[src/rtl/sdiv_pkg.sv]
package sdiv_pkg;
  typedef struct packed {
    logic load;      // latch magnitudes, begin iteration
    logic step;      // one restoring shift-subtract step
    logic fin;       // apply sign, publish result and flags
    logic zeroCase;  // divisor zero: overflow only
    logic ovfCase;   // most-negative / -1
  } divStrobe_t;
endpackage

[src/rtl/sdiv_path.sv]
module sdiv_path
  import sdiv_pkg::*;
#(
  parameter int W  = 32,
  parameter int HW = 16
) (
  input  logic         clk,
  input  logic         rstN,
  input  divStrobe_t   strb,
  input  logic         halfMode,
  input  logic [W-1:0] dividendIn,
  input  logic [W-1:0] divisorIn,
  output logic         isZero,
  output logic         isOvf,
  output logic [W-1:0] quotOut,
  output logic         destWe,
  output logic         flagZ,
  output logic         flagS,
  output logic         flagOv,
  output logic         flagZWe,
  output logic         flagSWe,
  output logic         flagOvWe
);
  localparam logic [W-1:0] MOST_NEG = {1'b1, {(W-1){1'b0}}};

  logic [W-1:0] effDvs, aMag, bMag, qFinal;
  logic [W-1:0] remR, quoR, dvsR;
  logic         negR;
  logic [W:0]   shifted, diff;
  logic         fits;

  always_comb begin
    effDvs  = halfMode ? {{(W-HW){divisorIn[HW-1]}}, divisorIn[HW-1:0]} : divisorIn;
    isZero  = (effDvs == '0);
    isOvf   = (dividendIn == MOST_NEG) && (effDvs == '1);
    aMag    = dividendIn[W-1] ? (~dividendIn + 1'b1) : dividendIn;
    bMag    = effDvs[W-1] ? (~effDvs + 1'b1) : effDvs;
    shifted = {remR, quoR[W-1]};
    diff    = shifted - {1'b0, dvsR};
    fits    = (shifted >= {1'b0, dvsR});
    qFinal  = negR ? (~quoR + 1'b1) : quoR;
  end

  always_ff @(posedge clk or negedge rstN) begin
    if (!rstN) begin
      remR <= '0;
      quoR <= '0;
      dvsR <= '0;
      negR <= 1'b0;
    end else if (strb.load) begin
      remR <= '0;
      quoR <= aMag;
      dvsR <= bMag;
      negR <= dividendIn[W-1] ^ effDvs[W-1];
    end else if (strb.step) begin
      remR <= fits ? diff[W-1:0] : shifted[W-1:0];
      quoR <= {quoR[W-2:0], fits};
    end
  end

  always_ff @(posedge clk or negedge rstN) begin
    if (!rstN) begin
      quotOut  <= '0;
      flagZ    <= 1'b0;
      flagS    <= 1'b0;
      flagOv   <= 1'b0;
      destWe   <= 1'b0;
      flagZWe  <= 1'b0;
      flagSWe  <= 1'b0;
      flagOvWe <= 1'b0;
    end else begin
      destWe   <= strb.fin | strb.ovfCase;
      flagZWe  <= strb.fin | strb.ovfCase;
      flagSWe  <= strb.fin | strb.ovfCase;
      flagOvWe <= strb.fin | strb.ovfCase | strb.zeroCase;
      if (strb.fin) begin
        quotOut <= qFinal;
        flagZ   <= (qFinal == '0);
        flagS   <= qFinal[W-1];
        flagOv  <= 1'b0;
      end else if (strb.ovfCase) begin
        quotOut <= MOST_NEG;
        flagZ   <= 1'b0;
        flagS   <= 1'b1;
        flagOv  <= 1'b1;
      end else if (strb.zeroCase) begin
        flagOv  <= 1'b1;
      end
    end
  end


  ovf_case_chk: assert property (@(posedge clk) disable iff (!rstN)
    strb.ovfCase |=> (quotOut == MOST_NEG) && destWe && flagOv && flagS && !flagZ);

  zero_case_chk: assert property (@(posedge clk) disable iff (!rstN)
    strb.zeroCase |=> $stable(quotOut) && $stable(flagZ) && $stable(flagS)
                      && flagOv && flagOvWe && !destWe && !flagZWe && !flagSWe);

  fin_flags_chk: assert property (@(posedge clk) disable iff (!rstN)
    strb.fin |=> destWe && flagZWe && flagSWe && !flagOv
                 && (flagZ == (quotOut == '0)) && (flagS == quotOut[W-1]));
endmodule

[src/rtl/sdiv_ctrl.sv]
module sdiv_ctrl
  import sdiv_pkg::*;
#(
  parameter int W = 32
) (
  input  logic       clk,
  input  logic       rstN,
  input  logic       start,
  input  logic       isZero,
  input  logic       isOvf,
  output divStrobe_t strb,
  output logic       busy,
  output logic       done
);
  localparam int CW = $clog2(W);
  localparam logic [CW-1:0] LAST = CW'(W - 1);

  typedef enum logic [1:0] { ST_IDLE, ST_RUN, ST_FIN } divState_t;
  divState_t state;
  logic [CW-1:0] bitCnt;

  always_comb begin
    busy          = (state != ST_IDLE);
    strb          = '0;
    strb.zeroCase = (state == ST_IDLE) && start && isZero;
    strb.ovfCase  = (state == ST_IDLE) && start && !isZero && isOvf;
    strb.load     = (state == ST_IDLE) && start && !isZero && !isOvf;
    strb.step     = (state == ST_RUN);
    strb.fin      = (state == ST_FIN);
  end

  always_ff @(posedge clk or negedge rstN) begin
    if (!rstN) begin
      state  <= ST_IDLE;
      bitCnt <= '0;
      done   <= 1'b0;
    end else begin
      done <= strb.fin | strb.zeroCase | strb.ovfCase;
      case (state)
        ST_IDLE: if (strb.load) begin
          state  <= ST_RUN;
          bitCnt <= '0;
        end
        ST_RUN: begin
          bitCnt <= bitCnt + 1'b1;
          if (bitCnt == LAST) state <= ST_FIN;
        end
        default: state <= ST_IDLE;
      endcase
    end
  end

  logic [CW+1:0] runLen;
  always_ff @(posedge clk or negedge rstN) begin
    if (!rstN) runLen <= '0;
    else       runLen <= busy ? runLen + 1'b1 : '0;
  end


  busy_len_chk: assert property (@(posedge clk) disable iff (!rstN)
    $fell(busy) |-> (runLen == (CW+2)'(W + 1)));

  done_idle_chk: assert property (@(posedge clk) disable iff (!rstN)
    done |-> !busy);

  strobe_excl_chk: assert property (@(posedge clk) disable iff (!rstN)
    $onehot0(strb));
endmodule

[src/rtl/sdiv_unit.sv]
module sdiv_unit
  import sdiv_pkg::*;
#(
  parameter int W  = 32,
  parameter int HW = 16
) (
  input  logic         clk,
  input  logic         rstN,
  input  logic         start,
  input  logic         halfMode,
  input  logic [W-1:0] dividendIn,
  input  logic [W-1:0] divisorIn,
  output logic         busy,
  output logic         done,
  output logic [W-1:0] quotOut,
  output logic         destWe,
  output logic         flagZ,
  output logic         flagS,
  output logic         flagOv,
  output logic         flagZWe,
  output logic         flagSWe,
  output logic         flagOvWe
);
  divStrobe_t strb;
  logic       isZero, isOvf;

  sdiv_ctrl #(.W(W)) u_ctrl (
    .clk(clk), .rstN(rstN), .start(start), .isZero(isZero), .isOvf(isOvf),
    .strb(strb), .busy(busy), .done(done)
  );

  sdiv_path #(.W(W), .HW(HW)) u_path (
    .clk(clk), .rstN(rstN), .strb(strb), .halfMode(halfMode),
    .dividendIn(dividendIn), .divisorIn(divisorIn),
    .isZero(isZero), .isOvf(isOvf), .quotOut(quotOut), .destWe(destWe),
    .flagZ(flagZ), .flagS(flagS), .flagOv(flagOv),
    .flagZWe(flagZWe), .flagSWe(flagSWe), .flagOvWe(flagOvWe)
  );


  we_done_chk: assert property (@(posedge clk) disable iff (!rstN)
    (destWe | flagZWe | flagSWe | flagOvWe) |-> done);
endmodule

[config.mk]
export PLATFORM = sky130hd
export DESIGN_NAME = sdiv_unit
export DESIGN_NICKNAME = d
export VERILOG_FILES = /design/src/rtl/sdiv_pkg.sv /design/src/rtl/sdiv_path.sv /design/src/rtl/sdiv_ctrl.sv /design/src/rtl/sdiv_unit.sv
export SDC_FILE = /design/constraint.sdc
export NUM_CORES = 1
export LEC_CHECK = 0
export BUFFER_PORTS_ARGS = -buffer_cell sky130_fd_sc_hd__buf_2
export CAP_MARGIN = 30
export CELL_PAD_IN_SITES_DETAIL_PLACEMENT = 0
export CELL_PAD_IN_SITES_GLOBAL_PLACEMENT = 1
export CORE_MARGIN = 5
export CORE_UTILIZATION = 43
export CTS_BUF_LIST = sky130_fd_sc_hd__clkbuf_4
export DETAILED_ROUTE_END_ITERATION = 8
export PLACE_DENSITY_LB_ADDON = 0.1
export REMOVE_ABC_BUFFERS = 1
export SYNTH_ARGS = -nofsm -noshare
export SYNTH_HDL_FRONTEND = slang
export SYNTH_SLANG_ARGS = --single-unit
[constraint.sdc]
create_clock -name clk -period 7.1 [get_ports clk]
set_input_delay 0.71 -clock clk [delete_from_list [all_inputs] [get_ports clk]]
set_output_delay 0.71 -clock clk [all_outputs]
set_load 0.02 [all_outputs]
==> run_results.csv <==
group,metric,value,unit
outcome,status,"completed",
clock_tree,cts_tree,"done",
global_routing,grtUsageTotal,21.97,%
synth,ys_types,75,
floorplanning,row_count,56,
critical_path,arrival,4.74,ns
synth,syn_inst,1210,
critical_path,crit_fanout,44,
final_layout,final_cells,1604,
synth,synthesis.area,10050,µm²
sta,relSlewSlack,35.35,%
final_layout,seq_area,3528,µm²
synth,synthSimpleGateAreaFrac,21.20,%
drt,post_drt_wl_per_cell,17.84,µm
critical_path,regToRegStartpoint,"u_path.remR[11]",
final_layout,final_nets,1378,
synth,synth_compound_area_share,22.49,%
clock_tree,insertion_delay,0.56,ns
floorplanning,ios,109,
synth,async_flop_share,100.0,%
critical_path,max_stage_delay,0.82,ns
floorplanning,die_h,162.9,µm
clock_tree,clk_pin_slew_worst_paths,0.15,ns
flow_run,max_cap_violations,0,
clock_tree,cts_resized,0,
floorplanning,die_x,162.9,µm
placement,place.port_buffers,108,
critical_path,path_class,"in -> reg",
placement,place_ws,2.295,ns
synth,synth_edf_count,0,
clock_tree,h-tree-depth,4,
drt,dr.pass1.iters,5,
sta,worst_pin_slew,0.9697,ns
clock_tree,clockRootBuffer,"clkbuf_4",
global_routing,grt_pass1_wl,46.96,mm
drt,drc,0,
placement,place_congestion,0.8584,
clock_tree,post_cts_buffers,0,
synth,ys_warn_count,0,
synth,synth_top_family_by_area,"compound AO/OA/AOI/OAI gates",
global_routing,antenna_found_initial,1,
synth,synth_flop_cell,"dfrtp_1",
synth,synth_seq_area_share,35.12,%
critical_path,path_cells,"buf_2 > buf_4 > or4b_1 > nor2_1 > nand4_1 > a2111oi_0 > and4_1 > nand2b_2 > buf_4 > a21oi_1 > a21oi_1",
sta,fin_setup_tns,0,ns
drt,antenna_left,0,
placement,dpl.hpwl,21.13,mm
clock_tree,cts_made_buffers,17,
sta,fin_crit,4.269,ns
power_and_ir_drop,p_per_area,476.0,nW/µm²
sta,clock.fmax,0.2343,GHz
clock_tree,cts_buffer_depth,2,
floorplanning,die_area,26520,µm²
critical_path,setup.worst_path.start,"dividendIn[31]",
sta,rsz0062_at_grt,"no",
final_layout,layout_commonest_cell,"dfrtp_1",
sta,slew_violations,0,
synth,synthMuxAreaShare,0.9964,%
drt,via_per_inst,5.541,
critical_path,rr_worst_depth,9,
drt,drt_wl_total,28.62,mm
critical_path,start_kind,"input port",
drt,drtIter0Drc,670,
final_layout,syn2layout_area_growth,10.26,%
critical_path,r2r_slack,3.18,ns
sta,finClkSkew,0.03107,ns
critical_path,cpMaxStageDelayCell,"nand2b_2",
floorplanning,start_util,43.19,%
sta,setup_viol,0,
final_layout,final_cell_mix,"dfrtp_1 (141), nand2_1 (140), o21ai_0 (131)",
hold_path,worstHoldPathType,"in -> async",
power_and_ir_drop,power,5.272,mW
critical_path,timing.rr.end,"u_path.remR[24]",
power_and_ir_drop,ir_worst_vdd,0.0001606,V
clock_tree,postCtsHoldBufs,0,
clock_tree,clock-sinks,141,
final_layout,multi_input_area,6026,µm²
global_routing,grt_pass1_vias,8579,
sta,hold_viol_final,0,
placement,placedCellCount,1571,
power_and_ir_drop,p_leak,4.771,nW
drt,num_vias,8888,
floorplanning,coreArea,23260,µm²
synth,synth_seq_cells,141,
sta,fin_crit_sh,60.12,%
global_routing,grt_start_max_net_pins,94,
critical_path,crit_path_end_kind,"flip-flop",
synth,synth.avg_cell_area,8.302,µm²
synth,synthXorXnorAreaFrac,10.03,%
global_routing,grt-ovfl-total,0,
final_layout,n_fill_cell,2403,
sta,setup_slack,2.831,ns
final_layout,drive_gt1_share,13.79,%
synth,synth_adder_area_share,4.932,%
critical_path,required,7.57,ns
==> sequential cells by signal, summed over array words and instances (netlist names) <==
register,cells
u_path.quotOut,31
u_ctrl.state,2
u_path.flagOvWe,1
u_path.quoR,32
u_path.remR,32
u_path.flagOv,1
u_path.flagS,1
u_path.dvsR,32
u_path.negR,1
u_ctrl.done,1
u_path.flagZ,1
u_ctrl.bitCnt,5
u_path.destWe,1
==> synth_stat cells, drive strengths merged, types with 9 or more instances <==
library cell,count,area [µm²]
a31oi,9,56.30
nand2b,20,125.1
nor2b,10,70.06
nor2,93,365.3
clkbuf,47,176.4
o31ai,33,252.7
dfrtp,141,3528
a21o,18,135.1
o211ai,11,82.58
mux2i,10,100.1
nand3,68,345.3
nand2,140,525.5
inv,46,172.7
nor4,17,140.1
buf,29,176.4
o21ai,138,690.7
nand4,14,87.58
xnor2,35,306.5
a21oi,56,284.0
xor2,80,700.7
ha,38,475.5
nor3,23,125.1
or3,15,98.84
a221o,26,260.3
==> logic make-up after synthesis <==
| family | Yosys count |
|---|---|
| simple gates | 433 |
| buf+inv | 122 |
| mux | 10 |
| fa+ha+maj | 39 |
| compound gates | 350 |
| xor+xnor | 115 |
| flops | 141 |
==> metal layers <==
metal  global-route usage, %  part of all wire, %
met5                       0                    0
met2                   36.04                   47
met1                   30.95                   48
met3                   3.240                  3.4
met4                   4.804                  1.4
==> metrics by stage <==
step | cell area, µm² | hold slack, ns | utilization [%]
2_1_floorplan | 9693 | 0.4144 | -
5_1_grt | 11080 | 0.2287 | 47.62
3_5_place_dp | 10770 | 0.4650 | 46.29
6_report | 11080 | 0.2024 | 47.62
4_1_cts | 11070 | 0.1998 | 47.61
3_3_place_gp | 10740 | 0.4561 | 46.17
==> worst max-delay path, delay by kind of cell <==
| family | cells | cell delay, ns |
|---|---|---|
| and+or+nand+nor | 5 | 2.08 |
| AOI/OAI and AO/OA | 3 | 1.03 |
| buffers and inverters | 3 | 0.86 |
==> power breakdown <==
group	internal (mW)	leakage, nW	switching [mW]
Clock	0.227	0.158	0.356
Combinational	1.34	2.85	1.87
Sequential	1.14	1.76	0.333
Total	2.71	4.77	2.56
==> final cells by class <==
cell class	count	area share (%)
inverters	46	1.559
multi-input cells	947	54.40
flip-flops and latches	141	31.85
repair buffers	118	5.795
diodes	1	0.02259
clock inverters	14	1.547
well taps	319	3.603
clock buffers	18	1.220
==> worst max-delay path by stage <==
stage / cells after the start / endpoint
finish: 11 / u_path.remR[21]
floorplan: 9 / u_path.remR[6]
detailed placement: 10 / u_path.quoR[1]
global placement: 11 / u_path.remR[21]
CTS: 11 / u_path.remR[21]
global route: 11 / u_path.remR[24]
Note: power is estimated with default switching activity, not from simulation.
